File: config.mk
export PLATFORM = sky130hd
export DESIGN_NAME = snap_cycle_ctr
export DESIGN_NICKNAME = d
export VERILOG_FILES = /design/src/rtl/snap_ctr_pkg.sv /design/src/rtl/snap_ctr_decode.sv /design/src/rtl/snap_ctr_count.sv /design/src/rtl/snap_ctr_tracker.sv /design/src/rtl/snap_cycle_ctr.sv
export SDC_FILE = /design/constraint.sdc
export NUM_CORES = 1
export LEC_CHECK = 0
export ABC_AREA = 1
export BUFFER_PORTS_ARGS = -buffer_cell sky130_fd_sc_hd__buf_4
export CAP_MARGIN = 20
export CORE_MARGIN = 2
export CORE_UTILIZATION = 40
export DETAILED_ROUTE_END_ITERATION = 7
export SYNTH_ARGS = -nofsm -noshare
export SYNTH_HDL_FRONTEND = slang
export SYNTH_SLANG_ARGS = --single-unit
File: constraint.sdc
create_clock -name clk -period 2.5 [get_ports clk]
set_input_delay 0.125 -clock clk [delete_from_list [all_inputs] [get_ports clk]]
set_output_delay 0.125 -clock clk [all_outputs]
set_load 0.005 [all_outputs]
File: src/rtl/snap_ctr_pkg.sv
package snap_ctr_pkg;

   // Readout tracker phases
   typedef enum logic [1:0] {
      TRK_IDLE = 2'd0,  // no pair started since reset
      TRK_OPEN = 2'd1,  // lower half read, upper half pending
      TRK_DONE = 2'd2   // a pair (or orphan upper read) completed
   } trk_state_e;

   // Number of bus-wide slices the counter is built from
   localparam int unsigned NUM_HALVES = 2;

endpackage

File: src/rtl/snap_ctr_decode.sv
module snap_ctr_decode #(
   parameter int unsigned          ADDR_W    = 12,
   parameter logic [ADDR_W-1:0]    CTRL_ADDR = 'h103,
   parameter logic [ADDR_W-1:0]    LOW_ADDR  = 'h104,
   parameter logic [ADDR_W-1:0]    HIGH_ADDR = 'h105
) (
   input  logic [ADDR_W-1:0] addr_i,
   input  logic              rd_i,
   input  logic              wr_i,
   output logic              ctrl_rd_o,
   output logic              ctrl_wr_o,
   output logic              lo_rd_o,
   output logic              hi_rd_o,
   output logic              hit_o
);

   logic sel_ctrl, sel_lo, sel_hi;

   assign sel_ctrl  = (addr_i == CTRL_ADDR);
   assign sel_lo    = (addr_i == LOW_ADDR);
   assign sel_hi    = (addr_i == HIGH_ADDR);

   assign hit_o     = sel_ctrl | sel_lo | sel_hi;
   assign ctrl_rd_o = rd_i & sel_ctrl;
   assign ctrl_wr_o = wr_i & sel_ctrl;
   assign lo_rd_o   = rd_i & sel_lo;
   assign hi_rd_o   = rd_i & sel_hi;

endmodule

File: src/rtl/snap_ctr_count.sv
module snap_ctr_count
   import snap_ctr_pkg::*;
#(
   parameter int unsigned DATA_W = 32,
   localparam int unsigned CNT_W = NUM_HALVES * DATA_W
) (
   input  logic             clk,
   input  logic             rst_n,
   input  logic             en_wr_i,
   input  logic             en_val_i,
   output logic             en_o,
   output logic [CNT_W-1:0] cnt_o,
   output logic             carry_o
);

   logic                  en_q;
   logic [NUM_HALVES:0]   step;   // step[h]: slice h advances this edge

   always_ff @(posedge clk or negedge rst_n) begin
      if (!rst_n)       en_q <= 1'b0;
      else if (en_wr_i) en_q <= en_val_i;
   end

   assign step[0] = en_q;

   // One slice per bus word; each slice advances when all below it wrap
   for (genvar h = 0; h < NUM_HALVES; h++) begin : g_slice
      logic [DATA_W-1:0] slice_q;

      always_ff @(posedge clk or negedge rst_n) begin
         if (!rst_n)       slice_q <= '0;
         else if (step[h]) slice_q <= slice_q + DATA_W'(1);
      end

      assign step[h+1]                   = step[h] & (&slice_q);
      assign cnt_o[h*DATA_W +: DATA_W]   = slice_q;
   end

   assign en_o    = en_q;
   assign carry_o = step[1];   // carry from the lower slice into the upper

   AST_COUNT_STEP: assert property (@(posedge clk) disable iff (!rst_n)
      en_q |=> (cnt_o == $past(cnt_o) + CNT_W'(1)));
   AST_COUNT_HOLD: assert property (@(posedge clk) disable iff (!rst_n)
      !en_q |=> $stable(cnt_o));
   AST_EN_LOAD: assert property (@(posedge clk) disable iff (!rst_n)
      en_wr_i |=> (en_o == $past(en_val_i)));

endmodule

File: src/rtl/snap_ctr_tracker.sv
module snap_ctr_tracker
   import snap_ctr_pkg::*;
(
   input  logic clk,
   input  logic rst_n,
   input  logic lo_rd_i,
   input  logic hi_rd_i,
   input  logic carry_i,
   input  logic exc_i,
   output logic status_o
);

   trk_state_e st_q, st_d;
   logic       ok_q, ok_d;
   logic       tear;

   assign tear = carry_i | exc_i;

   always_comb begin
      st_d = st_q;
      ok_d = ok_q;
      if (lo_rd_i) begin
         // a lower read (re)opens the window; tearing in this cycle counts
         st_d = TRK_OPEN;
         ok_d = !tear;
      end else if (hi_rd_i) begin
         st_d = TRK_DONE;
         // upper half is sampled before this edge: events now do not tear
         ok_d = (st_q == TRK_OPEN) ? ok_q : 1'b0;
      end else if ((st_q == TRK_OPEN) && tear) begin
         ok_d = 1'b0;
      end
   end

   always_ff @(posedge clk or negedge rst_n) begin
      if (!rst_n) begin
         st_q <= TRK_IDLE;
         ok_q <= 1'b0;
      end else begin
         st_q <= st_d;
         ok_q <= ok_d;
      end
   end

   assign status_o = (st_q == TRK_DONE) & ok_q;

   AST_CARRY_TEARS: assert property (@(posedge clk) disable iff (!rst_n)
      (carry_i && !hi_rd_i && (lo_rd_i || st_q == TRK_OPEN)) |=> !ok_q);
   AST_EXC_TEARS: assert property (@(posedge clk) disable iff (!rst_n)
      (exc_i && !hi_rd_i && (lo_rd_i || st_q == TRK_OPEN)) |=> !ok_q);
   AST_ORPHAN_HIGH: assert property (@(posedge clk) disable iff (!rst_n)
      (hi_rd_i && st_q != TRK_OPEN) |=> !status_o);
   AST_WINDOW_CLOSED: assert property (@(posedge clk) disable iff (!rst_n)
      lo_rd_i |=> !status_o);
   AST_CLEAN_PAIR: assert property (@(posedge clk) disable iff (!rst_n)
      (hi_rd_i && st_q == TRK_OPEN && ok_q) |=> status_o);

endmodule

File: src/rtl/snap_cycle_ctr.sv
module snap_cycle_ctr
   import snap_ctr_pkg::*;
#(
   parameter int unsigned       DATA_W    = 32,
   parameter int unsigned       ADDR_W    = 12,
   parameter logic [ADDR_W-1:0] CTRL_ADDR = 'h103,
   parameter logic [ADDR_W-1:0] LOW_ADDR  = 'h104,
   parameter logic [ADDR_W-1:0] HIGH_ADDR = 'h105
) (
   input  logic              clk,
   input  logic              rst_n,
   input  logic [ADDR_W-1:0] aux_addr,
   input  logic              aux_rd_en,
   input  logic              aux_wr_en,
   input  logic [DATA_W-1:0] aux_wdata,
   input  logic              exc_taken,
   output logic [DATA_W-1:0] aux_rdata
);

   localparam int unsigned CNT_W   = NUM_HALVES * DATA_W;
   localparam int unsigned STAT_B  = DATA_W - 1;

   // Elaboration-time parameter checks
   if (DATA_W < 2) begin : g_bad_width
      $error("snap_cycle_ctr: DATA_W must be at least 2");
   end
   if ((CTRL_ADDR == LOW_ADDR) || (CTRL_ADDR == HIGH_ADDR) ||
       (LOW_ADDR == HIGH_ADDR)) begin : g_bad_map
      $error("snap_cycle_ctr: register addresses must be distinct");
   end

   logic             ctrl_rd, ctrl_wr, lo_rd, hi_rd, hit;
   logic             en, carry, status;
   logic [CNT_W-1:0] cnt;
   logic [DATA_W-1:0] ctrl_word;
   logic             unused_wdata;

   assign unused_wdata = ^aux_wdata[DATA_W-1:1];

   snap_ctr_decode #(
      .ADDR_W    (ADDR_W),
      .CTRL_ADDR (CTRL_ADDR),
      .LOW_ADDR  (LOW_ADDR),
      .HIGH_ADDR (HIGH_ADDR)
   ) decode_i (
      .addr_i    (aux_addr),
      .rd_i      (aux_rd_en),
      .wr_i      (aux_wr_en),
      .ctrl_rd_o (ctrl_rd),
      .ctrl_wr_o (ctrl_wr),
      .lo_rd_o   (lo_rd),
      .hi_rd_o   (hi_rd),
      .hit_o     (hit)
   );

   snap_ctr_count #(
      .DATA_W (DATA_W)
   ) count_i (
      .clk      (clk),
      .rst_n    (rst_n),
      .en_wr_i  (ctrl_wr),
      .en_val_i (aux_wdata[0]),
      .en_o     (en),
      .cnt_o    (cnt),
      .carry_o  (carry)
   );

   snap_ctr_tracker tracker_i (
      .clk      (clk),
      .rst_n    (rst_n),
      .lo_rd_i  (lo_rd),
      .hi_rd_i  (hi_rd),
      .carry_i  (carry),
      .exc_i    (exc_taken),
      .status_o (status)
   );

   always_comb begin
      ctrl_word         = '0;
      ctrl_word[STAT_B] = status;
      ctrl_word[0]      = en;
   end

   always_comb begin
      aux_rdata = '0;
      if (ctrl_rd)    aux_rdata = ctrl_word;
      else if (lo_rd) aux_rdata = cnt[DATA_W-1:0];
      else if (hi_rd) aux_rdata = cnt[CNT_W-1:DATA_W];
   end

   AST_UNMAPPED_ZERO: assert property (@(posedge clk) disable iff (!rst_n)
      (aux_rd_en && !hit) |-> (aux_rdata == '0));
   AST_CTRL_READ_QUIET: assert property (@(posedge clk) disable iff (!rst_n)
      ctrl_rd |=> $stable(status));
   AST_FOREIGN_WRITE: assert property (@(posedge clk) disable iff (!rst_n)
      (aux_wr_en && !ctrl_wr) |=> $stable(en));

endmodule

==> impl_metrics.toml <==
[outcome]
outcome = "completed"

[setup_path]
worstReg2RegEnd = "count_i.g_slice[1].slice_q[9]"
critPathLaunch = "count_i.g_slice[0].slice_q[0]"
timing_worst_setup_path_type = "flop to flop"
r2r_cells = 9
reg2reg_slack_ns = 0.49
critical_path_arrival_ns = 2.29
critPathMaxFanout = 18
critPathCaptureType = "flop"
regToRegStartpoint = "count_i.g_slice[0].slice_q[0]"
worst_setup_path_start_kind = "flop"
worst-endpoint-required_ns = 2.79

[synth]
leading_post_synthesis_cells_by_instance_count = "175 x nand2_1, 79 x inv_1, 68 x dfrtp_1"
post_synthesis_sequential_element_count = 68
top_area_cell_type_share_of_the_netlist_area_pct = 39.14
postSynthCellCount = 591
ys_async_sr_fraction_pct = 100.0
avgSynthCellArea_um2 = 7.357
yosysWarningCount = 0
post-synth-top-area-cell = "dfrtp_1"
synth.cell_area_um2 = 4348
combinational_family_with_the_most_area_after_synthesis = "simple AND/OR/NAND/NOR gates"
synth.area.mux_share_pct = 0
synthXorXnorAreaFrac_pct = 10.88
post-synth-top-count-cell = "nand2_1"
synthesized_area_fraction_occupied_by_adder_cells_pct = 0.5755
netlist_top_cells_area = "dfrtp_1 39%, nand2_1 15%, xor2_1 9.9%"
synth-seq-area-share_pct = 39.14
yosys.cell_types.count = 36
fraction_of_the_mapped_netlist_area_in_compound_gates_pct = 5.755
synth_nets = 642
primary_flip_flop_cell_chosen_by_synthesis_mapping = "dfrtp_1"
synth-simple-area-share_pct = 35.37
number_of_enable_type_register_cells_in_the_synthesized_netlist = 0

[min_path]
worstHoldStart = "aux_wdata[0]"
worstHoldPathCells = 3
timing.hold.worst_endpoint = "count_i.en_o"
hold_path_class = "input pin to flop"

[global_routing]
grt_overflow_total = 0
number_of_global_route_vias_before_repair = 3898
gr-usage-all-layers_pct = 21.22
wire_length_of_the_first_global_routing_pass_mm = 19.06
grt_max_degree = 69
grt_antenna_before_repair = 0

[route]
remaining_drc_errors = 0
finalWirelength_mm = 11.65
routedWlPerCell_um = 14.73
via_count = 3928
drt_iter0_drc = 221
routed_via_density = 4.966
drtPass1Iterations = 5
ant_nets = 0

[finish]
post_layout_nonfiller_instances = 791
layout-area-overhead-vs-synth_pct = 17.47
diode_insertion_count_for_antenna_repair = 0
drive_above_1_share_pct = 15.05
finalCoreUtilization_pct = 47.53
num-nets-final = 697

[timing]
post-route-period-util_pct = 80.23
period_minus_slack_ns = 2.006
rsz_0062_raised_after_global_routing = "false"
finClkSkew_ns = 0.007848
hold_viol = 0
maxSlewHeadroom_pct = 41.65
achievable-frequency_mhz = 498.6
timing.final.setup_violations = 0
finalMaxSlewViolations = 0
worst_slew_pin_slew_ns = 0.8752
fin_tns_setup_ns = 0

[placed_design]
dp.final_hpwl_mm = 9.137
numPortBuffers = 49
place_congestion = 0.8842
placed_cells = 774

[flow_run]
maximum_capacitance_violations = 0

[clocking]
clkSlewWorstSetupHoldPaths_ns = 0.07
cts_made_buffers = 9
clock_tree_sinks = 68
cts_max_level = 3
cts_setup_buffers = 0
clockBufferDepth = 2
clock_insertion_delay_worst_skew_ns = 0.35
cts_tree = "yes"
clockRootBuffer = "clkbuf_8"

[power_and_ir_drop]
ir_worst_vdd_uv = 292.0
internal_power_w = 0.001916
power_switching_share_pct = 27.22
sequentialPowerShare_pct = 46.6
switching_power_w = 0.0007168
power.share.combinational_pct = 12.5
pwr_density_cell_nw_per_um2 = 515.6
power.leakage_nw = 2.417
clkPwrFrac_pct = 40.9

[floorplanning]
io_pins = 81
fp-row-count = 38
chipWidth_um = 108.3
starting_utilization_of_the_core_area_pct = 40.46
die_height_um = 108.3
die-area_um2 = 11720
placeableCoreArea_um2 = 10750
[logic make-up after synthesis]
| logic type | after synthesis |
|---|---|
| adder cells (fa/ha/maj) | 2 |
| flip-flops | 68 |
| AND/OR/NAND/NOR | 331 |
| buffers and inverters | 91 |
| XOR/XNOR | 54 |
| AO/OA/AOI/OAI | 45 |
[how the worst max path moves through the flow]
stage                                     end  slack (ns)  cells past startpoint
3_3_place_gp   count_i.g_slice[1].slice_q[22]        0.52                      9
5_1_grt        count_i.g_slice[1].slice_q[29]        0.28                      9
3_5_place_dp   count_i.g_slice[1].slice_q[22]        0.48                      9
4_1_cts         count_i.g_slice[1].slice_q[9]        0.46                      9
2_1_floorplan  count_i.g_slice[0].slice_q[26]        0.91                     10
6_report        count_i.g_slice[1].slice_q[9]        0.49                      9
[critical path: stages (launching register included)]
cell and delay, ns:
dfrtp_1 0.45, ha_1 0.24, nand2_1 0.08, inv_1 0.09, nand3_4 0.11, nor4_4 0.15, nand3_2 0.37, clkinv_2 0.30
nand2_1 0.07, nand2_1 0.06
[area by class of cell]
type	instances	area, um2
clock buffers	12	165.2
clock inverters	4	70.07
fillers	1125	5638
inverters	82	309.0
multi-input cells	432	2286
flip-flops and latches	68	1702
well taps	140	175.2
repair buffers	53	400.4
[registers in the layout, summed over array words and instances (netlist names)]
signal and count:
tracker_i.st_q 2, tracker_i.ok_q 1, count_i.en_o 1, count_i.g_slice.slice_q 64
[per-layer routing]
metal  up-vias  GRT usage (%)  routed length [um]
met1      1826          28.20                5138
met3        25          1.989                 454
met2       100          34.46                5676
met5         -              0                   0
met4         0          10.99                 379
li1       1977              -                   -
[stage by stage]
stage	hold slack, ns	setup WS [ns]	total power [W]	area [um2]
2_1_floorplan	-0.1706	0.9131	0.001463	4348
3_3_place_gp	0.3068	0.5213	0.001564	4862
3_5_place_dp	0.3073	0.4834	0.001576	4862
4_1_cts	0.01524	0.4604	0.002659	5107
5_1_grt	0.04524	0.2839	0.002757	5107
6_report	0.02241	0.4943	0.002633	5107
[power by group through the flow]
stage	Sequential [W]	Clock, W	Combinational (W)
final	0.00123	0.00108	0.000329
after global routing	0.00124	0.00115	0.000375
after CTS	0.00123	0.00110	0.000333
after detailed placement	0.00125	0	0.000327
after global placement	0.00124	0	0.000319
after floorplan	0.00123	0	0.000231
[placed cells by master, fill, tap and decap left out, types with 2 or more instances in the layout]
cell type / netlist / final
ha_1: 2 / 2
nand2_4: 2 / 2
nor2_2: 7 / 7
xnor2_1: 5 / 5
nor4_1: 2 / 2
clkinv_1: 2 / 2
nand3_1: 22 / 22
nor2_4: 4 / 4
nor3_2: 3 / 3
o21ai_0: 20 / 20
nand3b_1: 2 / 2
clkbuf_8: 0 / 12
nor3_4: 2 / 2
a21oi_1: 6 / 6
nor2_1: 58 / 58
dfrtp_1: 68 / 68
bufinv_16: 0 / 2
o22ai_1: 16 / 16
buf_4: 0 / 52
nand4_1: 10 / 10
inv_1: 79 / 79
nand2_1: 175 / 175
nor3_1: 32 / 32
xor2_1: 49 / 49
clkinv_2: 1 / 3
nand2_2: 4 / 4
nand3_2: 2 / 2
[repair_timing]
item                                   CTS  global route
endpoints found under the hold margin   68             0
hold buffers                             1             0
gates resized for setup                  0             0
Power figures use the tool's default switching activity.
